File: src/rtl/dma_page_addr_gen.sv
module dma_page_addr_gen #(
  parameter bit WIDE16   = 1'b0,
  parameter bit HPAGE_EN = 1'b1,
  parameter int OFS_W    = 17
) (
  input  logic             clk,
  input  logic             rst_n,
  input  logic             pg_wr,
  input  logic             pg_hi,
  input  logic [2:0]       pg_port,
  input  logic [7:0]       pg_wdata,
  output logic [7:0]       pg_rdata,
  input  logic             req_valid,
  input  logic [1:0]       req_chan,
  input  logic [15:0]      req_base,
  input  logic [15:0]      req_count,
  input  logic             req_dec,
  input  logic [OFS_W-1:0] req_offset,
  input  logic [OFS_W-1:0] req_len,
  output logic             out_valid,
  output logic [30:0]      out_addr,
  output logic [17:0]      out_size
);
  localparam int NCH    = 4;
  localparam int AW     = 31;
  localparam int SIZE_W = 18;

  logic       port_ok;
  logic [1:0] port_ch;

  always_comb begin
    port_ok = 1'b1;
    port_ch = 2'd0;
    case (pg_port)
      3'd1:    port_ch = 2'd2;
      3'd2:    port_ch = 2'd3;
      3'd3:    port_ch = 2'd1;
      3'd7:    port_ch = 2'd0;
      default: port_ok = 1'b0;
    endcase
  end

  logic [7:0] lo_pg [NCH];
  logic [7:0] hi_pg [NCH];

  always_ff @(posedge clk or negedge rst_n) begin
    if (!rst_n) begin
      for (int i = 0; i < NCH; i++) lo_pg[i] <= '0;
    end else if (pg_wr && port_ok && !pg_hi) begin
      lo_pg[port_ch] <= pg_wdata;
    end
  end

  generate
    if (HPAGE_EN) begin : g_hi
      always_ff @(posedge clk or negedge rst_n) begin
        if (!rst_n) begin
          for (int i = 0; i < NCH; i++) hi_pg[i] <= '0;
        end else if (pg_wr && port_ok && pg_hi) begin
          hi_pg[port_ch] <= pg_wdata;
        end
      end
    end else begin : g_no_hi
      always_comb begin
        for (int i = 0; i < NCH; i++) hi_pg[i] = '0;
      end
    end
  endgenerate

  assign pg_rdata = !port_ok ? 8'd0 : (pg_hi ? hi_pg[port_ch] : lo_pg[port_ch]);

  logic [AW-1:0]     cur_addr, phys_base, ofs_w, len_w, nxt_addr;
  logic [SIZE_W-1:0] nxt_size;

  assign cur_addr  = AW'(req_base) << WIDE16;
  assign phys_base = {hi_pg[req_chan][6:0], 24'd0} | {7'd0, lo_pg[req_chan], 16'd0} | cur_addr;
  assign ofs_w     = AW'(req_offset);
  assign len_w     = AW'(req_len);
  assign nxt_addr  = req_dec ? (phys_base - ofs_w - len_w) : (phys_base + ofs_w);
  assign nxt_size  = (SIZE_W'(req_count) + SIZE_W'(1)) << WIDE16;

  always_ff @(posedge clk or negedge rst_n) begin
    if (!rst_n) begin
      out_valid <= 1'b0;
      out_addr  <= '0;
      out_size  <= '0;
    end else begin
      out_valid <= req_valid;
      if (req_valid) begin
        out_addr <= nxt_addr;
        out_size <= nxt_size;
      end
    end
  end
endmodule


File: config.mk
export PLATFORM = sky130hd
export DESIGN_NAME = dma_page_addr_gen
export DESIGN_NICKNAME = d
export VERILOG_FILES = /design/src/rtl/dma_page_addr_gen.sv
export SDC_FILE = /design/constraint.sdc
export NUM_CORES = 1
export LEC_CHECK = 0
export ABC_CLOCK_PERIOD_IN_PS = 3350
export BUFFER_PORTS_ARGS = -buffer_cell sky130_fd_sc_hd__buf_2
export CORE_UTILIZATION = 45
export DETAILED_ROUTE_END_ITERATION = 7
export MAX_ROUTING_LAYER = met4
export PLACE_DENSITY = 0.65
export SYNTH_ARGS = -nofsm -noshare
export SYNTH_HDL_FRONTEND = slang
export SYNTH_SLANG_ARGS = --single-unit
File: constraint.sdc
create_clock -name clk -period 3.35 [get_ports clk]
set_clock_uncertainty 0.05 [all_clocks]
set_input_delay 0.335 -clock clk [delete_from_list [all_inputs] [get_ports clk]]
set_output_delay 0.335 -clock clk [all_outputs]
set_load 0.01 [all_outputs]
### After elaboration in Yosys (flattened, before gate mapping)

Cells that the tools add are included.

* add/subtract/negate cells: 4
* magnitude comparators: 3
* equal/unequal tests: 4
* muxes and demuxes: 21
* bitwise operators: 4
* reductions and logical operators: 6

Operators with widths (number)
* $mux 8: 9
* $bmux 8 s2: 4
* $bwmux 32: 2
* $sub 31x17->31: 2
* $add 31x17->31: 1
* $mux 31: 1
* $or 31x16->31: 1
* $or 31x24->31: 1
* $add 16x1->17 const B: 1
* $demux 8 s2: 1
* $mux 7: 2
* $eq 3x2->1 const B: 2
* $ge 3x3->1 const B: 2
* $not 2->3: 2
* $pmux 2 s3: 1
* $logic_and 1x1->1: 4
* $reduce_or 4->1: 1
* $eq 3x1->1 const B: 1
* $eq 3x3->1 const B: 1
* $lt 3x1->1 const B: 1
* $logic_not 1->1: 1
* $mux 1: 1

* bits in registers: 114
* input port bits: 85
* output and inout port bits: 58
* word-level logic and storage cells: 53

### Logic depth before layout (Yosys ltp)

* depth after elaboration: 9
* gate-level depth with buffers: 14
* mapped depth without buffers: 12

### Worst setup path before layout

Ideal clock, no wire load.

* kind: input port to flip-flop
* start: in req_chan[0]
* end: reg out_addr[25]
* arrival: 3.566 ns
* data required time: 3.175 ns
* path slack: -0.391 ns
* cell stages on the path: 13
* cells stage by stage: buf_6 > buf_12 > mux4_2 > fa_1 > ha_1 > clkbuf_1 > nand2_1 > or4_1 > o41a_1 > o211ai_1 > o31ai_1 > xor2_1 > mux2_2

* cells in the longest elaborated chain, start to end: 9

RTL lines
* from (decl): RTL line 14 `input logic [1:0] req_chan,`
* $not 2->3 (not written as such) *: RTL line 76 `assign phys_base = {hi_pg[req_chan][6:0], 24'd0} | {7'd0, lo_pg[req_chan], 16'd0} | cur_addr;`
* $bmux 8 s2: RTL line 76
* $mux 8 (not written as such) or $mux 7 (tied branches) (2 in a row): RTL line 76
* $or 31x24->31 *: RTL line 76
* $or 31x16->31 *: RTL line 76
* $sub 31x17->31 (2 in a row): RTL line 79 `assign nxt_addr = req_dec ? (phys_base - ofs_w - len_w) : (phys_base + ofs_w);`
* $mux 31 *: RTL line 79
* to (signal assigned): RTL line 90 `out_addr <= nxt_addr;`
* to (decl): RTL line 21 `output logic [30:0] out_addr,`

Mark *: on every way between the ends. The rest lies on a longest branch, timed or not. The select of a mux whose other input is x is not followed.
A chain may end at the register's enable or synchronous reset.

### Worst setup path after layout

* start: reg lo_pg[0] (netlist name)
* end: reg out_addr[25]

* cells in the longest elaborated chain, start to end: 8

RTL lines
* from (decl): RTL line 43 `logic [7:0] lo_pg [NCH];`
* from (signal, indexed assignment): RTL line 50 `lo_pg[port_ch] <= pg_wdata;`
* $bmux 8 s2 *: RTL line 76
* $mux 8 (not written as such) * (2 in a row): RTL line 76
* $or 31x24->31 *: RTL line 76
* $or 31x16->31 *: RTL line 76
* $sub 31x17->31 (2 in a row): RTL line 79
* $mux 31 *: RTL line 79

Marks and branches as above.

==> metrics.cfg <==
[sta]
setup_viol=0
slew_viol_final=0
slew_headroom_pct=28.06
timing.final.crit_share_pct=99.97
rsz0062_at_grt=yes
tightest_slew_ns=1.072
max_clock_freq_mhz=298.6
layout_min_cycle_time_ns=3.349
finalHoldViolCount=0

[drt]
route.vias.total=6908
drtAntennaViolNets=0
drc=0
first_pass_iters=5
vias_per_cell=5.635
first_iter_violations=339
avgRoutedWirePerCell_um=17.96
wirelength_um=22010

[pwr]
p_per_area_mw_per_mm2=582.3
vdd_ir_drop_max_mv=0.4243
leakage_nw=4.576
power_w=0.005708

[die]
num_rows=48
coreArea_mm2=0.01736
dieArea_mm2=0.01839
start_util_pct=46.29
dieHeight_um=135.6
ios=143
die_x_um=135.6

[worst_setup_path]
slowest_stage=mux4_2
end_kind=register
critical_path_arrival_ns=3.60
crit_path_start_kind=register
cp.required_ns=3.60
worstPathCellList=mux4_2 > fa_1 > ha_4 > nand2_1 > or4_4 > o41a_1 > o211ai_1 > o31ai_1 > xor2_1 > mux2_2
cp_slowest_stage_delay_ns=0.54
path_class=reg2reg
path_max_fanout=3

[clock_tree]
clk_latency_ns=0.42
cts_buffers=17
cts_buffer_depth=2
path_clk_slew_ns=0.06
htreeDepth=4
cts.sinks=113
cts_tree=done
root_buffer=clkbuf_16

[synth]
synth_area_mm2=0.008034
synth_simple_gate_area_share_pct=12.74
synthTopCellsByCount=113 x dfrtp_1, 84 x nor2_1, 76 x a21oi_1, 76 x mux2_2, 47 x inv_1
synth_ff_type=dfrtp_1
syn_area_per_cell_um2=9.821
syn_inst=818
ys_top_cells_by_area=dfrtp_1 35%, mux2_2 11%, ha_1 5.9%
synth_compound_area_share_pct=16.26
async_flop_share_pct=100.0
ys_types=69
seq_area_frac_synth_pct=35.20
synth_top_area_cell=dfrtp_1
syn_nets=959
ys_ff_latch=113
synth_mux_area_share_pct=15.64
synth_top_area_share_pct=35.20
synth_top_family_by_area=compound AO/OA/AOI/OAI gates
synth-xor-area-share_pct=5.669
yosys_warnings=0
synthAdderAreaFrac_pct=10.40
synth_edf_count=0
synth_most_common_cell=dfrtp_1

[placement]
place.gp.congestion=0.8896
dpl.hpwl_um=16180
portBuffers=141
place_area_mm2=0.009171

[finish]
diodes=0
fillers=1568
utilization_pct=56.47
num-nets-final=1130
design_area_mm2=0.009802
drive_gt1_share_pct=30.67
area_growth_pct=22.01

[global_routing]
grt_max_degree=45
grt_pass1_wl_um=35880
grt_pass1_vias=6831
antenna_found_initial=0
grt-ovfl-total=0
grt.total_usage_pct=26.05

[status]
status=complete, no violations

[min_path]
holdCritPathClass=in2reg

[job]
drv_cap=0

[state kept, by name, indices dropped and copies added (netlist names)]
register and flops:
hi_pg 32, lo_pg 32, out_addr 31, out_size 17, out_valid 1
[critical path: cells and delay by family (launching register included)]
kind	cells	cell delay, ns
flip-flops	1	0.38
adder cells (fa/ha/maj)	2	0.79
AO/OA/AOI/OAI	3	0.60
XOR/XNOR	1	0.15
multiplexers	2	0.81
AND/OR/NAND/NOR	2	0.47
[stage by stage]
stage | setup slack (ns) | TNS (ns) | instances | hold slack [ns]
2_1_floorplan | -0.2853 | -0.3140 | 818 | -0.01059
3_3_place_gp | -0.1651 | -0.2110 | 1191 | 0.3250
3_5_place_dp | -0.1941 | -0.2816 | 1191 | 0.3280
4_1_cts | -0.01060 | -0.01060 | 1223 | 0.1025
5_1_grt | -0.1044 | -0.3665 | 1226 | 0.1223
6_report | 0.0009590 | 0 | 1226 | 0.1094
[path summary, 6_finish.rpt]
path	depth (start not counted)	start	endpoint	slack [ns]
setup / recovery	10	lo_pg[0]	out_addr[25]	0.001
max in group asynchronous	3	rst_n	lo_pg[6]	1.99
hold / removal	2	req_count[0]	out_size[0]	0.11
hold reg to reg	1	out_addr[5]	out_addr[5]	0.43
setup reg to reg	10	lo_pg[0]	out_addr[25]	0.001
min in group asynchronous	2	rst_n	out_size[6]	0.44
[cell usage in the layout (no fill, tap or decap), types with 18 or more instances in the layout]
cell	Yosys	final
buf_2	1	140
dfrtp_1	113	113
nor2_1	84	84
mux2_2	76	76
a21oi_1	76	75
inv_1	47	47
buf_4	1	42
ha_1	38	37
nand2_1	36	36
o22ai_1	35	35
o21ai_0	32	32
xor2_1	28	28
xnor2_1	24	24
fa_1	18	18
[timing repair]
action                     CTS  global route
hold buffers                 1             0
hold endpoints to repair    41             0
buffers inserted             0             3
setup endpoints to repair    1             5
pin swaps                    2             1
gates resized for setup      0             1
[routing by layer]
layer | wire length, um | vias to the layer above | global-route usage (%) | part of all wire, %
met5 | 0 | - | - | 0
met1 | 10150 | 3352 | 34.55 | 46
met2 | 10400 | 207 | 40.82 | 47
met3 | 1186 | 24 | 5.238 | 5.4
met4 | 275 | 0 | 6.117 | 1.2
li1 | - | 3325 | - | -
[cells by family (layout without fill, tap and decap cells)]
logic type	count (synthesis)	after routing
adder cells (fa/ha/maj)	56	56
other	1	1
flip-flops	113	113
XOR/XNOR	52	52
multiplexers	94	94
AND/OR/NAND/NOR	212	212
buffers and inverters	79	262
AO/OA/AOI/OAI	211	211
[where the power goes]
group,leakage (nW),switching [W],internal [W],total [W]
clock,0.285,0.000644,0.00118,0.00182
combinational,2.92,0.00105,0.000959,0.00201
sequential,1.37,0.000200,0.00168,0.00188
total,4.58,0.00190,0.00381,0.00571
[layout make-up]
class	instances	area (um2)	share of cell area, %
Sequential cell	113	2828	28.85
Multi-Input combinational cell	626	4901	50.00
Clock buffer	20	446.7	4.557
Timing Repair Buffer	183	1026	10.47
Inverter	48	180.2	1.838
Clock inverter	11	138.9	1.417
Tap cell	225	281.5	2.872
No activity file was read; power rests on OpenSTA's default activity.
